File: config.mk
export PLATFORM = sky130hd
export DESIGN_NAME = dma_page_chain
export DESIGN_NICKNAME = d
export VERILOG_FILES = /design/src/rtl/dma_pkg.sv /design/src/rtl/dma_regs.sv /design/src/rtl/dma_seg.sv /design/src/rtl/dma_page_chain.sv
export SDC_FILE = /design/constraint.sdc
export NUM_CORES = 1
export LEC_CHECK = 0
export BUFFER_PORTS_ARGS = -buffer_cell sky130_fd_sc_hd__buf_4
export CELL_PAD_IN_SITES_DETAIL_PLACEMENT = 0
export CELL_PAD_IN_SITES_GLOBAL_PLACEMENT = 2
export CORE_ASPECT_RATIO = 0.7
export CORE_MARGIN = 2
export CORE_UTILIZATION = 34
export DETAILED_ROUTE_END_ITERATION = 8
export MAX_ROUTING_LAYER = met4
export PLACE_DENSITY_LB_ADDON = 0.1
export SLEW_MARGIN = 25
export SYNTH_ARGS = -nofsm -noshare
export SYNTH_HDL_FRONTEND = slang
export SYNTH_SLANG_ARGS = --single-unit
File: constraint.sdc
create_clock -name clk -period 2.9 [get_ports clk]
set_input_delay 0.29 -clock clk [delete_from_list [all_inputs] [get_ports clk]]
set_output_delay 0.29 -clock clk [all_outputs]
set_load 0.02 [all_outputs]
File: src/rtl/dma_pkg.sv
package dma_pkg;
  // register indices on the configuration port
  localparam int REG_BASE  = 0;
  localparam int REG_COUNT = 1;
  localparam int REG_CTRL  = 2;
  localparam int REG_STAT  = 3;
  localparam int REG_CHAIN = 4;

  localparam int CTRL_DIR_BIT = 0;
  localparam int CTRL_GO_BIT  = 1;
  localparam int STAT_CLR_BIT = 0;

  // place a page number above an in-page offset
  function automatic logic [31:0] join_addr(input logic [31:0] page,
                                            input logic [31:0] off,
                                            input int obits);
    return (page << obits) | off;
  endfunction

  // true when the offset is the last word of its page
  function automatic logic at_page_end(input logic [31:0] off, input int obits);
    return off == ((32'd1 << obits) - 32'd1);
  endfunction

  // step through the chain list, wrapping after the last entry
  function automatic logic [31:0] next_index(input logic [31:0] idx, input int n);
    return (idx == 32'(n - 1)) ? 32'd0 : idx + 32'd1;
  endfunction
endpackage

File: src/rtl/dma_regs.sv
module dma_regs #(
  parameter int AW     = 16,
  parameter int RAW    = 3,
  parameter int NCHAIN = 4,
  parameter int PW     = 8
) (
  input  logic                       clk,
  input  logic                       rst_n,
  input  logic                       cfg_we,
  input  logic [RAW-1:0]             cfg_addr,
  input  logic [AW-1:0]              cfg_wdata,
  input  logic                       busy,
  input  logic                       done_ev,
  output logic [AW-1:0]              start_addr,
  output logic [AW-1:0]              xfer_len,
  output logic                       dir,
  output logic [NCHAIN-1:0][PW-1:0]  chain,
  output logic                       start_ev,
  output logic                       irq
);
  logic open_wr;
  logic clr_hit;

  assign open_wr  = cfg_we && !busy;
  assign start_ev = open_wr && (cfg_addr == RAW'(dma_pkg::REG_CTRL))
                    && cfg_wdata[dma_pkg::CTRL_GO_BIT];
  assign clr_hit  = cfg_we && (cfg_addr == RAW'(dma_pkg::REG_STAT))
                    && cfg_wdata[dma_pkg::STAT_CLR_BIT];

  always_ff @(posedge clk) begin
    if (!rst_n) begin
      start_addr <= '0;
      xfer_len   <= '0;
      dir        <= 1'b0;
      chain      <= '0;
    end else if (open_wr) begin
      if (cfg_addr == RAW'(dma_pkg::REG_BASE))  start_addr <= cfg_wdata;
      if (cfg_addr == RAW'(dma_pkg::REG_COUNT)) xfer_len   <= cfg_wdata;
      if (cfg_addr == RAW'(dma_pkg::REG_CTRL))  dir        <= cfg_wdata[dma_pkg::CTRL_DIR_BIT];
      for (int k = 0; k < NCHAIN; k++) begin
        if (cfg_addr == RAW'(dma_pkg::REG_CHAIN + k)) chain[k] <= cfg_wdata[PW-1:0];
      end
    end
  end

  // completion has priority over a clear in the same cycle
  always_ff @(posedge clk) begin
    if (!rst_n)       irq <= 1'b0;
    else if (done_ev) irq <= 1'b1;
    else if (clr_hit) irq <= 1'b0;
  end


  irq_hold_chk: assert property (@(posedge clk) disable iff (!rst_n)
    (irq && !clr_hit) |=> irq);


  lock_chk: assert property (@(posedge clk) disable iff (!rst_n)
    (busy && cfg_we && cfg_addr != RAW'(dma_pkg::REG_STAT)) |=>
    ($stable(start_addr) && $stable(xfer_len) && $stable(dir) && $stable(chain)));
endmodule

File: src/rtl/dma_seg.sv
module dma_seg #(
  parameter int AW     = 16,
  parameter int OB     = 8,
  parameter int NCHAIN = 4,
  parameter int PW     = 8
) (
  input  logic                       clk,
  input  logic                       rst_n,
  input  logic                       start_ev,
  input  logic [AW-1:0]              start_addr,
  input  logic [AW-1:0]              xfer_len,
  input  logic [NCHAIN-1:0][PW-1:0]  chain,
  input  logic                       move,
  output logic                       active,
  output logic [AW-1:0]              mem_addr,
  output logic                       done_ev
);
  localparam int IW = (NCHAIN > 1) ? $clog2(NCHAIN) : 1;

  logic [PW-1:0] page_q;
  logic [OB-1:0] off_q;
  logic [AW-1:0] remain_q;
  logic [IW-1:0] idx_q;
  logic          active_q;

  logic          page_end;
  logic          zero_start;
  logic          last_word;
  logic [PW-1:0] next_page;
  logic [IW-1:0] idx_nxt;

  assign page_end   = dma_pkg::at_page_end(32'(off_q), OB);
  assign next_page  = chain[idx_q];
  assign idx_nxt    = IW'(dma_pkg::next_index(32'(idx_q), NCHAIN));
  assign zero_start = start_ev && (xfer_len == '0);
  assign last_word  = move && (remain_q == AW'(1));
  assign done_ev    = zero_start || last_word;
  assign active     = active_q;
  assign mem_addr   = AW'(dma_pkg::join_addr(32'(page_q), 32'(off_q), OB));

  always_ff @(posedge clk) begin
    if (!rst_n) begin
      page_q   <= '0;
      off_q    <= '0;
      remain_q <= '0;
      idx_q    <= '0;
      active_q <= 1'b0;
    end else if (start_ev) begin
      page_q   <= start_addr[AW-1:OB];
      off_q    <= start_addr[OB-1:0];
      remain_q <= xfer_len;
      idx_q    <= '0;
      active_q <= (xfer_len != '0);
    end else if (move) begin
      off_q    <= off_q + OB'(1);
      remain_q <= remain_q - AW'(1);
      if (page_end) begin
        page_q <= next_page;
        idx_q  <= idx_nxt;
      end
      if (remain_q == AW'(1)) active_q <= 1'b0;
    end
  end


  step_chk: assert property (@(posedge clk) disable iff (!rst_n)
    (move && !page_end) |=> (mem_addr == $past(mem_addr) + AW'(1)));


  hop_chk: assert property (@(posedge clk) disable iff (!rst_n)
    (move && page_end) |=> (mem_addr[AW-1:OB] == $past(next_page) && mem_addr[OB-1:0] == '0));


  tally_chk: assert property (@(posedge clk) disable iff (!rst_n)
    move |=> (remain_q == $past(remain_q) - AW'(1)));
endmodule

File: src/rtl/dma_page_chain.sv
module dma_page_chain #(
  parameter int AW        = 16,
  parameter int DW        = 16,
  parameter int PAGE_BITS = 8,
  parameter int NCHAIN    = 4,
  parameter int RAW       = 3
) (
  input  logic           clk,
  input  logic           rst_n,
  input  logic           cfg_we,
  input  logic [RAW-1:0] cfg_addr,
  input  logic [AW-1:0]  cfg_wdata,
  input  logic           cpu_bus_busy,
  output logic           mem_req,
  output logic           mem_we,
  output logic [AW-1:0]  mem_addr,
  output logic [DW-1:0]  mem_wdata,
  input  logic [DW-1:0]  mem_rdata,
  input  logic           dev_rx_req,
  input  logic [DW-1:0]  dev_rx_data,
  output logic           dev_rx_ack,
  input  logic           dev_tx_ready,
  output logic           dev_tx_strobe,
  output logic [DW-1:0]  dev_tx_data,
  output logic           busy,
  output logic           irq
);
  localparam int PW = AW - PAGE_BITS;

  logic                      active;
  logic                      start_ev;
  logic                      done_ev;
  logic                      dir;
  logic                      move;
  logic [AW-1:0]             start_addr;
  logic [AW-1:0]             xfer_len;
  logic [NCHAIN-1:0][PW-1:0] chain;

  dma_regs #(.AW(AW), .RAW(RAW), .NCHAIN(NCHAIN), .PW(PW)) u_regs (
    .clk(clk), .rst_n(rst_n), .cfg_we(cfg_we), .cfg_addr(cfg_addr),
    .cfg_wdata(cfg_wdata), .busy(active), .done_ev(done_ev),
    .start_addr(start_addr), .xfer_len(xfer_len), .dir(dir), .chain(chain),
    .start_ev(start_ev), .irq(irq)
  );

  dma_seg #(.AW(AW), .OB(PAGE_BITS), .NCHAIN(NCHAIN), .PW(PW)) u_seg (
    .clk(clk), .rst_n(rst_n), .start_ev(start_ev), .start_addr(start_addr),
    .xfer_len(xfer_len), .chain(chain), .move(move), .active(active),
    .mem_addr(mem_addr), .done_ev(done_ev)
  );

  // a word moves only on a cycle the CPU leaves idle and the peripheral allows
  assign move          = active && !cpu_bus_busy && (dir ? dev_tx_ready : dev_rx_req);
  assign mem_req       = move;
  assign mem_we        = move && !dir;
  assign mem_wdata     = dev_rx_data;
  assign dev_rx_ack    = move && !dir;
  assign dev_tx_strobe = move && dir;
  assign dev_tx_data   = mem_rdata;
  assign busy          = active;


  zero_len_chk: assert property (@(posedge clk) disable iff (!rst_n)
    (start_ev && xfer_len == '0) |=> (irq && !busy));


  end_irq_chk: assert property (@(posedge clk) disable iff (!rst_n)
    $fell(busy) |-> irq);
endmodule

Word level (Yosys, flattened, before mapping)
Index checks and enable logic that the tools add are counted.
{ "op_classes": {"shifts": 0, "reduce_logical": 33, "n_bitwise": 2, "eq_ne": 10, "mux": 16, "order_cmp": 1, "n_div": 0, "mul": 0, "n_addsub": 3} }
{ "op_table": {"columns": ["operator", "n"], "rows": [
  ["two-way mux 8 bit", 6],
  ["two-way mux 16 bit", 2],
  ["AND reduction 2 bit", 10],
  ["binary-select mux 8 bit (select 2 bit)", 1],
  ["== test 16 x 1 -> 1 bit (second input constant)", 1],
  ["zero test 16 bit", 1],
  ["bitwise OR 16 x 8 -> 16 bit", 1],
  ["nonzero test 16 bit", 1],
  ["subtractor 16 x 1 -> 16 bit (second input constant)", 1],
  ["== test 3 bit (second input constant)", 4],
  ["logical AND 1 bit", 11],
  ["adder 8 x 1 -> 8 bit (second input constant)", 1],
  ["== test 8 bit (second input constant)", 1],
  ["nonzero test 2 bit", 4],
  ["== test 3 x 2 -> 1 bit (second input constant)", 2],
  ["two-way mux 1 bit", 6],
  ["== test 3 x 1 -> 1 bit (second input constant)", 1],
  ["zero test 1 bit", 3],
  ["zero test 3 bit", 1],
  ["< comparator 2 x 3 -> 1 bit (second input constant)", 1],
  ["adder 2 x 1 -> 2 bit (second input constant)", 1],
  ["== test 2 bit (second input constant)", 1],
  ["two-way mux 2 bit", 1],
  ["OR reduction 2 bit", 1],
  ["2 further kinds", 2]
]} }
{ "totals": {"ramBits": 0, "input_bits": 57, "regBits": 101, "latchBits": 0, "mem_bits_ro": 0, "out_inout_bits": 54, "elab_cells": 78, "mem_count": 0} }

Longest topological paths before layout
Gate-level depths: netlist of run 1.
{ "depth": {"depth_word": 7, "ltp_mapped": 7, "ltp_nobuf": 5} }

By module
From an unflattened synthesis of run 1, not the netlist that was laid out.
{ "unflattened": {"cells_unflattened": 515, "area_unflattened_um2": 4859.7} }
{ "modules_own_cells": {"columns": ["mod", "cells_each", "area_each_um2", "seq_area_each_um2", "instances"], "rows": [
  ["dma_regs", 245, 2469.9, 1321.3, 1],
  ["dma_seg", 231, 2094.5, 700.7, 1],
  ["dma_page_chain", 39, 295.3, 0.0, 1]
]} }

Worst setup path before layout of run 1
Ideal clock, no wire load.
{ "synth_timing": {"path_type": "register -> register", "from": "register u_seg.remain_q[6]", "to": "register u_seg.remain_q[14]", "path_slack_ns": 0.918, "stages_incl_launch_ff": 5, "required_ns": 2.826, "t_arrival_ns": 1.908, "setup_ns": 0.074, "period_less_slack_ns": 1.982, "n_path_buf": 0, "path_cell_list": "dfxtp_1 > or4_4 > or4_4 > or4_1 > a31oi_1"} }
{ "synth_via": {"elab_chain_cells": 3} }
{ "synth_rtl": {"columns": ["item", "line_no", "rtl"], "rows": [
  ["start, declared", "dma_seg.sv:22", "logic [AW-1:0] remain_q;"],
  ["start signal, assigned", "dma_seg.sv:51", "remain_q <= xfer_len;"],
  ["start signal, assigned", "dma_seg.sv:56", "remain_q <= remain_q - AW'(1);"],
  ["subtractor 16 x 1 -> 16 bit", "dma_seg.sv:56", null],
  ["two-way mux 16 bit", "dma_seg.sv:54", "end else if (move) begin"],
  ["two-way mux 16 bit", "dma_seg.sv:48", "end else if (start_ev) begin"]
]} }
Every way passes these cells. The select of a mux whose other input is x is not followed.
A chain may end at the register's enable or synchronous reset.

Worst setup path after layout of run 1
{ "layout_timing": {"from": "register u_regs.dir", "to": "output port mem_req"} }
{ "layout_via": {"elab_chain_cells": 2} }
{ "layout_rtl": {"columns": ["item", "line_no", "rtl"], "rows": [
  ["start, declared", "dma_regs.sv:16", "output logic dir,"],
  ["start signal, assigned", "dma_regs.sv:39", "if (cfg_addr == RAW'(dma_pkg::REG_CTRL)) dir <= cfg_wdata[dma_pkg::CTRL_DIR_BIT];"],
  ["two-way mux 1 bit", "dma_page_chain.sv:53", "assign move = active && !cpu_bus_busy && (dir ? dev_tx_ready : dev_rx_req);"],
  ["logical AND 1 bit", "dma_page_chain.sv:53", null],
  ["end, declared", "dma_page_chain.sv:14", "output logic mem_req,"]
]} }
Every way passes these cells.

==> results of run 1 <==
==> layout by cell type, fill, tap and decap left out, types with 3 or more instances in the layout <==
master and instances:
a21oi_1 64, nand2b_1 3, nor4_1 6, and3_1 3, nor3b_1 4, nor3_1 5
o211ai_1 8, or4_1 4, nand3b_1 3, or3_1 6, a2bb2oi_1 4, nor2_1 34
clkinvlp_4 3, buf_4 56, mux2i_1 36, dfxtp_1 101, nand4_1 6, a22oi_1 5
mux4_2 8, inv_1 4, o21ai_0 21, clkbuf_16 9, o311ai_0 5, nand3_1 5
a31oi_1 9, nand2_1 96, o2bb2a_1 3, ha_1 4
==> layer usage <==
metal  routed length, um  track usage (%)  part of all wire (%)  vias up
li1                    -                -                     -     1880
met1                6860             29.1                    53     1845
met4                 133             4.30                   1.0        0
met3                 723             4.17                   5.6       23
met2                5280             25.9                    41      104
met5                   0                -                     0        -
==> per-stage QoR <==
step	util, %	instance area (sq um)	total power [mW]	instances
after floorplan	-	4650	1.62	537
after global placement	37.3	4950	1.65	713
after detailed placement	37.3	4950	1.65	713
after CTS	39.5	5240	2.82	729
after global routing	39.5	5240	2.90	729
final	39.5	5240	2.78	729
==> where the power goes <==
part | switching [mW] | total [mW] | internal [mW]
clock network | 0.553 | 1.16 | 0.611
logic | 0.116 | 0.188 | 0.0726
registers | 0.0169 | 1.43 | 1.41
total | 0.685 | 2.78 | 2.09
==> logic make-up (layout without fill, tap and decap cells) <==
logic type	count (synthesis)	count (layout)	share of synthesized area (%)
multiplexers	45	45	11.9
buffers and inverters	72	79	8.50
AO/OA/AOI/OAI	125	125	15.9
adder cells (fa/ha/maj)	4	4	1.08
XOR/XNOR	3	3	0.565
AND/OR/NAND/NOR	187	187	18.6
flip-flops	101	101	43.5
==> registers in the layout, indices dropped and copies added, names as in the netlist <==
| name | flops |
|---|---|
| u_regs.start_addr | 16 |
| u_seg.remain_q | 16 |
| u_seg.page_q | 8 |
| u_regs.dir | 1 |
| u_regs.irq | 1 |
| u_regs.chain | 32 |
| u_regs.xfer_len | 16 |
| u_seg.idx_q | 2 |
| u_seg.off_q | 8 |
| u_seg.active | 1 |
==> final cells by class <==
class                   instances  area [sq um]
clock buffers                  10           239
clock inverters                 6          45.0
fillers                      1380          8030
inverters                       6          22.5
multi-input cells             364          2240
flip-flops and latches        101          2020
well taps                     185           231
repair buffers                 57           440
==> worst max-delay path: cells and delay by family (launching register included) <==
kind                   cells  cell delay (ns)
buffers and inverters      2             0.65
DFF                        1             0.42
muxes                      1             0.42
and+or+nand+nor            1             0.35
==> worst min path at each step <==
| stage | startpoint | to | slack (ns) | cells past startpoint |
|---|---|---|---|---|
| 3_5_place_dp | u_regs.start_addr[9]$_SDFFE_PN0P_ | u_regs.start_addr[9]$_SDFFE_PN0P_ | 0.45 | 2 |
| 2_1_floorplan | cfg_wdata[10] | u_regs.start_addr[10]$_SDFFE_PN0P_ | 0.43 | 2 |
| 3_3_place_gp | u_regs.start_addr[14]$_SDFFE_PN0P_ | u_regs.start_addr[14]$_SDFFE_PN0P_ | 0.45 | 2 |
| 5_1_grt | cfg_wdata[13] | u_regs.xfer_len[13]$_SDFFE_PN0P_ | 0.20 | 3 |
| 4_1_cts | cfg_wdata[15] | u_regs.start_addr[15]$_SDFFE_PN0P_ | 0.20 | 3 |
| 6_report | cfg_wdata[13] | u_regs.xfer_len[13]$_SDFFE_PN0P_ | 0.20 | 3 |
==> reports/summary.txt, run 1 <==
Predominant post-synthesis flop cell = dfxtp_1
PostCTS Resize Cnt = 0
Worst Setup SP = u_regs.dir$_SDFFE_PN0N_
MaxCap Viol Count = 0
Die ar. = 14600 sq um
Async SR Flop Fraction = 0%
Setup bufs post-CTS = 0
GR Util All Layers = 19.3%
Core region area = 13300 sq um
CTS tree = done
First-pass GRT wire length = 20900 um
Reg clk slew, reported paths = 0.07 ns
Share of the synthesized area in the top cell type = 43.5%
PD cells = 530 nW/um^2
Tcrit/Tclk final = 85.1%
Number of I/O port buffers = 46
Setup crit end = mem_req
ANT cells = 0
Clock Latency Late Sink = 0.35 ns
Wire per inst = 17.8 um
Die height = 102 um
Number of synthesized flops with an enable pin = 0
Top post-synthesis cells by area = dfxtp_1, mux2i_1, nand2_1
Final wirelength = 13000 um
Final setup viols = 0
Mapped Cells = 537
Worst setup EP type = output port
FP Rows = 35
Layout cells sized above 1 = 16.0%
Maximum vdd drop = 0.000295 V
Area delta synth->final = 12.7%
Cell area after synthesis = 4650 sq um
Antenna Violating Nets Remaining = 0
H-tree depth = 3
Yosys cell types = 46
Max FO, Critical Path = 14
R2R Setup Slk = 0.76 ns
Gpl congestion = 0.758
Post-route DRC = 0
Setup Slack @ Placement = 0.764 ns
RSZ-0062 raised after global routing = no
FF-to-FF Start = u_seg.active$_SDFFE_PN0P_
CP peak stage delay = 0.42 ns
Fin Clk Skew = 0.00960 ns
Hold Violations, Final = 0
Iteration-0 DRC Markers = 254
Cts bufs inserted = 9
Hold slack = 0.204 ns
Die W = 144 um
CTS hold repair buffers = 0
Via density = 5.28
Worst path cell trace = mux2_2 > nand2_1 > clkinv_1 > buf_4
Pre-antenna DRT Iters = 5
WS Path Type = reg2out
CTS Sinks = 101
Worst-case reg-to-reg path depth = 4
Setup TNS = 0 ns
Required time worst endpoint = 2.61 ns
Io pins = 111
Startpoint types = register
Avg Inst Size Synth = 8.66 sq um
Cell with the most instances after synthesis = dfxtp_1
Vias in the first global route = 3661
Worst slew margin = 43.5%
Largest net degree at the start of global routing = 64
Overflow after GRT = 0
Net count after synthesis = 598
Yosys synthesis warning count = 0
Post-DP HPWL = 9430 um
Vias = 3852
R2R Path End = u_seg.remain_q[15]$_SDFFE_PN0P_
Leak Pwr = 1.85 nW
Final nets = 600
Slowest-stage cell, CP = dfxtp_1
Commonest cells in the netlist = dfxtp_1, nand2_1, a21oi_1, mux2i_1, nor2_1
Clk buf depth = 2
Hold crit path type = in2reg
Synth area leader = dfxtp_1
Initial antenna violation count = 0
Post-route minimum period = 2.47 ns
Seq cells post-synth = 101
Status = finished clean
Worst-margin pin slew = 0.847 ns
Final Max Slew Viols = 0
Achievable Freq = 405 MHz
Sequential element share of the synthesized area = 43.5%
Post-route setup slack = 0.432 ns
Root Buffer = clkbuf_16
CP arrival = 2.18 ns
Initial Util = 35.0%
Power figures use the tool's default switching activity.
==> run 2, diff against run 1 <==
Settings changed: PLACE_DENSITY set to 0.87, PLACE_DENSITY_LB_ADDON 0.1 to unset, SKIP_LAST_GASP set to 1.
==> reports/summary.txt, run 2 (synthesis results as in run 1) <==
Commonest non-fill, non-tap cell in the layout = dfxtp_1
Final nets = 597
CP arrival = 2.23 ns
Core region area = 13300 sq um
Setup Slack @ Placement = 0.729 ns
Clock Latency Late Sink = 0.35 ns
Via density = 5.32
PostCTS Resize Cnt = 0
Final setup viols = 0
Io pins = 111
Top reg by flops = u_regs.chain
Reg clk slew, reported paths = 0.07 ns
Post-route setup slack = 0.384 ns
Post-DP HPWL = 8950 um
Vias = 3860
Overflow after GRT = 0
Min-Delay Path Depth = 3
Vias in the first global route = 3522
Commonest cells after routing, fill and taps aside = dfxtp_1, nand2_1, a21oi_1, buf_4, mux2i_1
Die height = 102 um
Fin Clk Skew = 0.00848 ns
RSZ-0062 raised after global routing = no
H-tree depth = 3
Final Max Slew Viols = 0
CTS tree = done
GR Util All Layers = 17.8%
Worst slew margin = 37.2%
Area delta synth->final = 12.9%
Cts bufs inserted = 9
First-pass GRT wire length = 19300 um
PD cells = 551 nW/um^2
Wire per inst = 16.9 um
Fillers = 1353
MaxCap Viol Count = 0
Die W = 144 um
Required time worst endpoint = 2.61 ns
Gpl congestion = 0.832
Startpoint types = register
Worst-case reg-to-reg path depth = 4
Status = finished clean
Tcrit/Tclk final = 86.8%
Maximum vdd drop = 0.000312 V
Filler-free cell count of the finished design = 726
ANT cells = 0
Pre-antenna DRT Iters = 4
Post-route minimum period = 2.52 ns
Hold Violations, Final = 0
CTS Sinks = 101
Leak Pwr = 1.85 nW
CTS hold repair buffers = 0
Antenna Violating Nets Remaining = 0
Hold Startpoint = cfg_wdata[15]
Initial antenna violation count = 0
Layout Utilization = 39.6%
FF-to-FF Start = u_seg.active$_SDFFE_PN0P_
Hold crit path type = in2reg
Initial Util = 35.0%
Number of I/O port buffers = 46
Clk buf depth = 2
Largest net degree at the start of global routing = 57
Worst Setup SP = u_regs.dir$_SDFFE_PN0N_
Root Buffer = clkbuf_16
Layout cells sized above 1 = 15.3%
Worst-margin pin slew = 0.941 ns
Number of flip-flops in the largest register = 32
WS Path Type = reg2out
Placed instance count = 710
Achievable Freq = 397 MHz
Die ar. = 14600 sq um
Iteration-0 DRC Markers = 303
Setup TNS = 0 ns
Worst setup EP type = output port
Setup bufs post-CTS = 0
FP Rows = 35
Max FO, Critical Path = 14
Final wirelength = 12200 um
Post-route DRC = 0
==> run 2: cell types whose count changed in the layout (fill, tap and decap cells not counted) <==
cell       before  now
buf_4          56   53
clkbuf_1        0    1
bufinv_16       0    2
clkbuf_8        1    0
inv_6           2    0
==> run 2: stage by stage <==
stage	hold slack, ns	total power [mW]	cell area [sq um]
2_1_floorplan	0.426	1.62	4650
3_3_place_gp	0.450	1.64	4930
3_5_place_dp	0.450	1.64	4930
4_1_cts	0.187	2.92	5250
5_1_grt	0.199	3.00	5250
6_report	0.200	2.89	5250
==> run 2: where the power goes <==
group	internal, mW	leakage (nW)	total [mW]	switching (mW)
logic	0.0709	0.890	0.182	0.112
registers	1.41	0.816	1.43	0.0174
clock network	0.755	0.145	1.28	0.527
total	2.24	1.85	2.89	0.656
==> run 2: final cells by class <==
| cell class | count | area [sq um] | area share (%) |
|---|---|---|---|
| clock buffer | 10 | 229 | 4.36 |
| timing repair buffer | 54 | 418 | 7.96 |
| multi-input combinational | 364 | 2240 | 42.6 |
| clock inverter | 6 | 87.6 | 1.67 |
| tap | 185 | 231 | 4.41 |
| sequential | 101 | 2020 | 38.5 |
| inverter | 6 | 22.5 | 0.429 |
==> run 2: worst max-delay path, stage by stage, from the launching register on <==
cell and delay (ns):
dfxtp_1 0.40, mux2_2 0.42, nand2_1 0.37, clkinv_1 0.41, buf_4 0.28
==> run 2: worst paths after layout <==
path	slack, ns	end
max	0.38	mem_req
min	0.20	u_regs.xfer_len[15]$_SDFFE_PN0P_
min reg2reg	0.46	u_regs.start_addr[12]$_SDFFE_PN0P_
max reg2reg	0.68	u_seg.remain_q[15]$_SDFFE_PN0P_
==> run 2: metal layers <==
metal	part of all wire (%)	track usage, %
met1	54	26.6
met2	40	24.0
met3	5.0	4.03
met4	1.0	4.45
met5	0	-
==> run 3, diff against run 2 <==
--- a/config.mk
+++ b/config.mk
@@ -16,2 +16,3 @@
 export PLACE_DENSITY = 0.87
+export RECOVER_POWER = 25
 export SKIP_LAST_GASP = 1
--- a/constraint.sdc
+++ b/constraint.sdc
@@ -3,2 +3,2 @@
 set_output_delay 0.29 -clock clk [all_outputs]
-set_load 0.02 [all_outputs]
+set_load 0.01 [all_outputs]
==> reports/summary.txt, run 3 (synthesis results as in run 1) <==
Clock Latency Late Sink = 0.34 ns
CP top delay family = buffers and inverters
Post-route minimum period = 2.53 ns
Layout Utilization = 39.1%
Setup TNS = 0 ns
Top reg by flops = u_regs.chain
Die W = 144 um
Number of flip-flops in the largest register = 32
Number of I/O port buffers = 46
PD cells = 524 nW/um^2
Hold slack = 0.208 ns
Leak Pwr = 1.83 nW
FF-to-FF Start = u_regs.dir$_SDFFE_PN0N_
Filler-free cell count of the finished design = 726
Clk buf depth = 2
Hold Violations, Final = 0
MaxCap Viol Count = 0
Gpl congestion = 0.786
Final setup viols = 0
R2R Path End = u_seg.off_q[2]$_SDFFE_PN0P_
Final wirelength = 12400 um
Post-route DRC = 0
Maximum vdd drop = 0.000300 V
WS Path Type = reg2out
R2R Setup Slk = 0.73 ns
Initial Util = 35.0%
Startpoint types = register
Final Max Slew Viols = 0
CP arrival = 2.24 ns
H-tree depth = 3
Pre-antenna DRT Iters = 4
Worst path cell trace = mux2_2 > nand2_1 > clkinv_1 > buf_4
CP peak stage delay = 0.43 ns
RSZ-0062 raised after global routing = no
Cts bufs inserted = 9
Die ar. = 14600 sq um
PostCTS Resize Cnt = 0
Iteration-0 DRC Markers = 310
CTS tree = done
Via density = 5.40
Worst slew margin = 41.6%
Worst hold endpoint = u_regs.xfer_len[15]$_SDFFE_PN0P_
Slowest-stage cell, CP = mux2_2
Worst setup EP type = output port
Post-DP HPWL = 8840 um
GR Util All Layers = 18.0%
Hold crit path type = in2reg
Largest net degree at the start of global routing = 76
Core region area = 13300 sq um
Worst-margin pin slew = 0.875 ns
Fillers = 1339
Final nets = 599
Root Buffer = clkbuf_16
CTS Sinks = 101
Setup bufs post-CTS = 0
Required time worst endpoint = 2.61 ns
Area delta synth->final = 11.7%
Max FO, Critical Path = 14
ANT cells = 0
Status = finished clean
Total power draw = 2.72 mW
Commonest cells after routing, fill and taps aside = dfxtp_1, nand2_1, a21oi_1, buf_4, mux2i_1
Io pins = 111
Worst-case reg-to-reg path depth = 5
Wire per inst = 17.1 um
Layout cells sized above 1 = 14.2%
CTS hold repair buffers = 0
Antenna Violating Nets Remaining = 0
Vias = 3917
FP Rows = 35
Reg clk slew, reported paths = 0.06 ns
Vias in the first global route = 3679
Tcrit/Tclk final = 87.2%
Commonest non-fill, non-tap cell in the layout = dfxtp_1
Hold Startpoint = cfg_wdata[15]
Placed instance count = 712
First-pass GRT wire length = 19600 um
Die height = 102 um
Min-Delay Path Depth = 3
Buf/Inv on CP = 2
Achievable Freq = 395 MHz
Initial antenna violation count = 0
Overflow after GRT = 0
Fin Clk Skew = 0.00517 ns
[run 3: cell count changes in the layout (fill, tap and decap cells not counted), sizes merged]
cell / change
clkbuf: +8
buf: -4
clkinvlp: -3
bufinv: -2
clkinv: +1
[run 3: worst max path at each step]
| stage | from | end | slack [ns] | depth (start not counted) |
|---|---|---|---|---|
| 2_1_floorplan | u_seg.remain_q[6]$_SDFFE_PN0P_ | u_seg.remain_q[14]$_SDFFE_PN0P_ | 0.92 | 4 |
| 3_3_place_gp | u_regs.dir$_SDFFE_PN0N_ | mem_req | 0.80 | 4 |
| 3_5_place_dp | u_regs.dir$_SDFFE_PN0N_ | mem_req | 0.77 | 4 |
| 4_1_cts | u_regs.dir$_SDFFE_PN0N_ | mem_req | 0.41 | 4 |
| 5_1_grt | u_regs.dir$_SDFFE_PN0N_ | mem_req | 0.24 | 4 |
| 6_report | u_regs.dir$_SDFFE_PN0N_ | mem_req | 0.37 | 4 |
[run 3: through the flow]
stage | cell area (sq um) | setup WS (ns)
after CTS | 5210 | 0.414
after global placement | 4950 | 0.802
final | 5190 | 0.370
after detailed placement | 4950 | 0.766
after global routing | 5190 | 0.243
after floorplan | 4650 | 0.918
[run 3: layout make-up]
type / instances / area (sq um) / share of cell area [%]
Tap cell: 185 / 231 / 4.46
Timing Repair Buffer: 56 / 410 / 7.91
Clock buffer: 12 / 256 / 4.94
Sequential cell: 101 / 2020 / 38.9
Inverter: 6 / 22.5 / 0.434
Clock inverter: 2 / 10.0 / 0.193
Multi-Input combinational cell: 364 / 2240 / 43.1
[run 3: power breakdown]
group	internal, mW	switching (mW)	leakage [nW]
registers	1.41	0.0173	0.816
clock network	0.617	0.492	0.134
logic	0.0700	0.110	0.875
[run 3: layer usage]
metal	up-vias	track usage (%)	wire, um
li1	1873	-	-
met1	1922	26.9	6640
met2	110	24.1	5010
met3	12	4.12	638
met4	0	4.60	106
met5	-	-	0
[run 3: worst min-delay path, cell delays in order]
cell and delay [ns]:
buf_4 0.11, nand2_1 0.05, a21oi_1 0.05
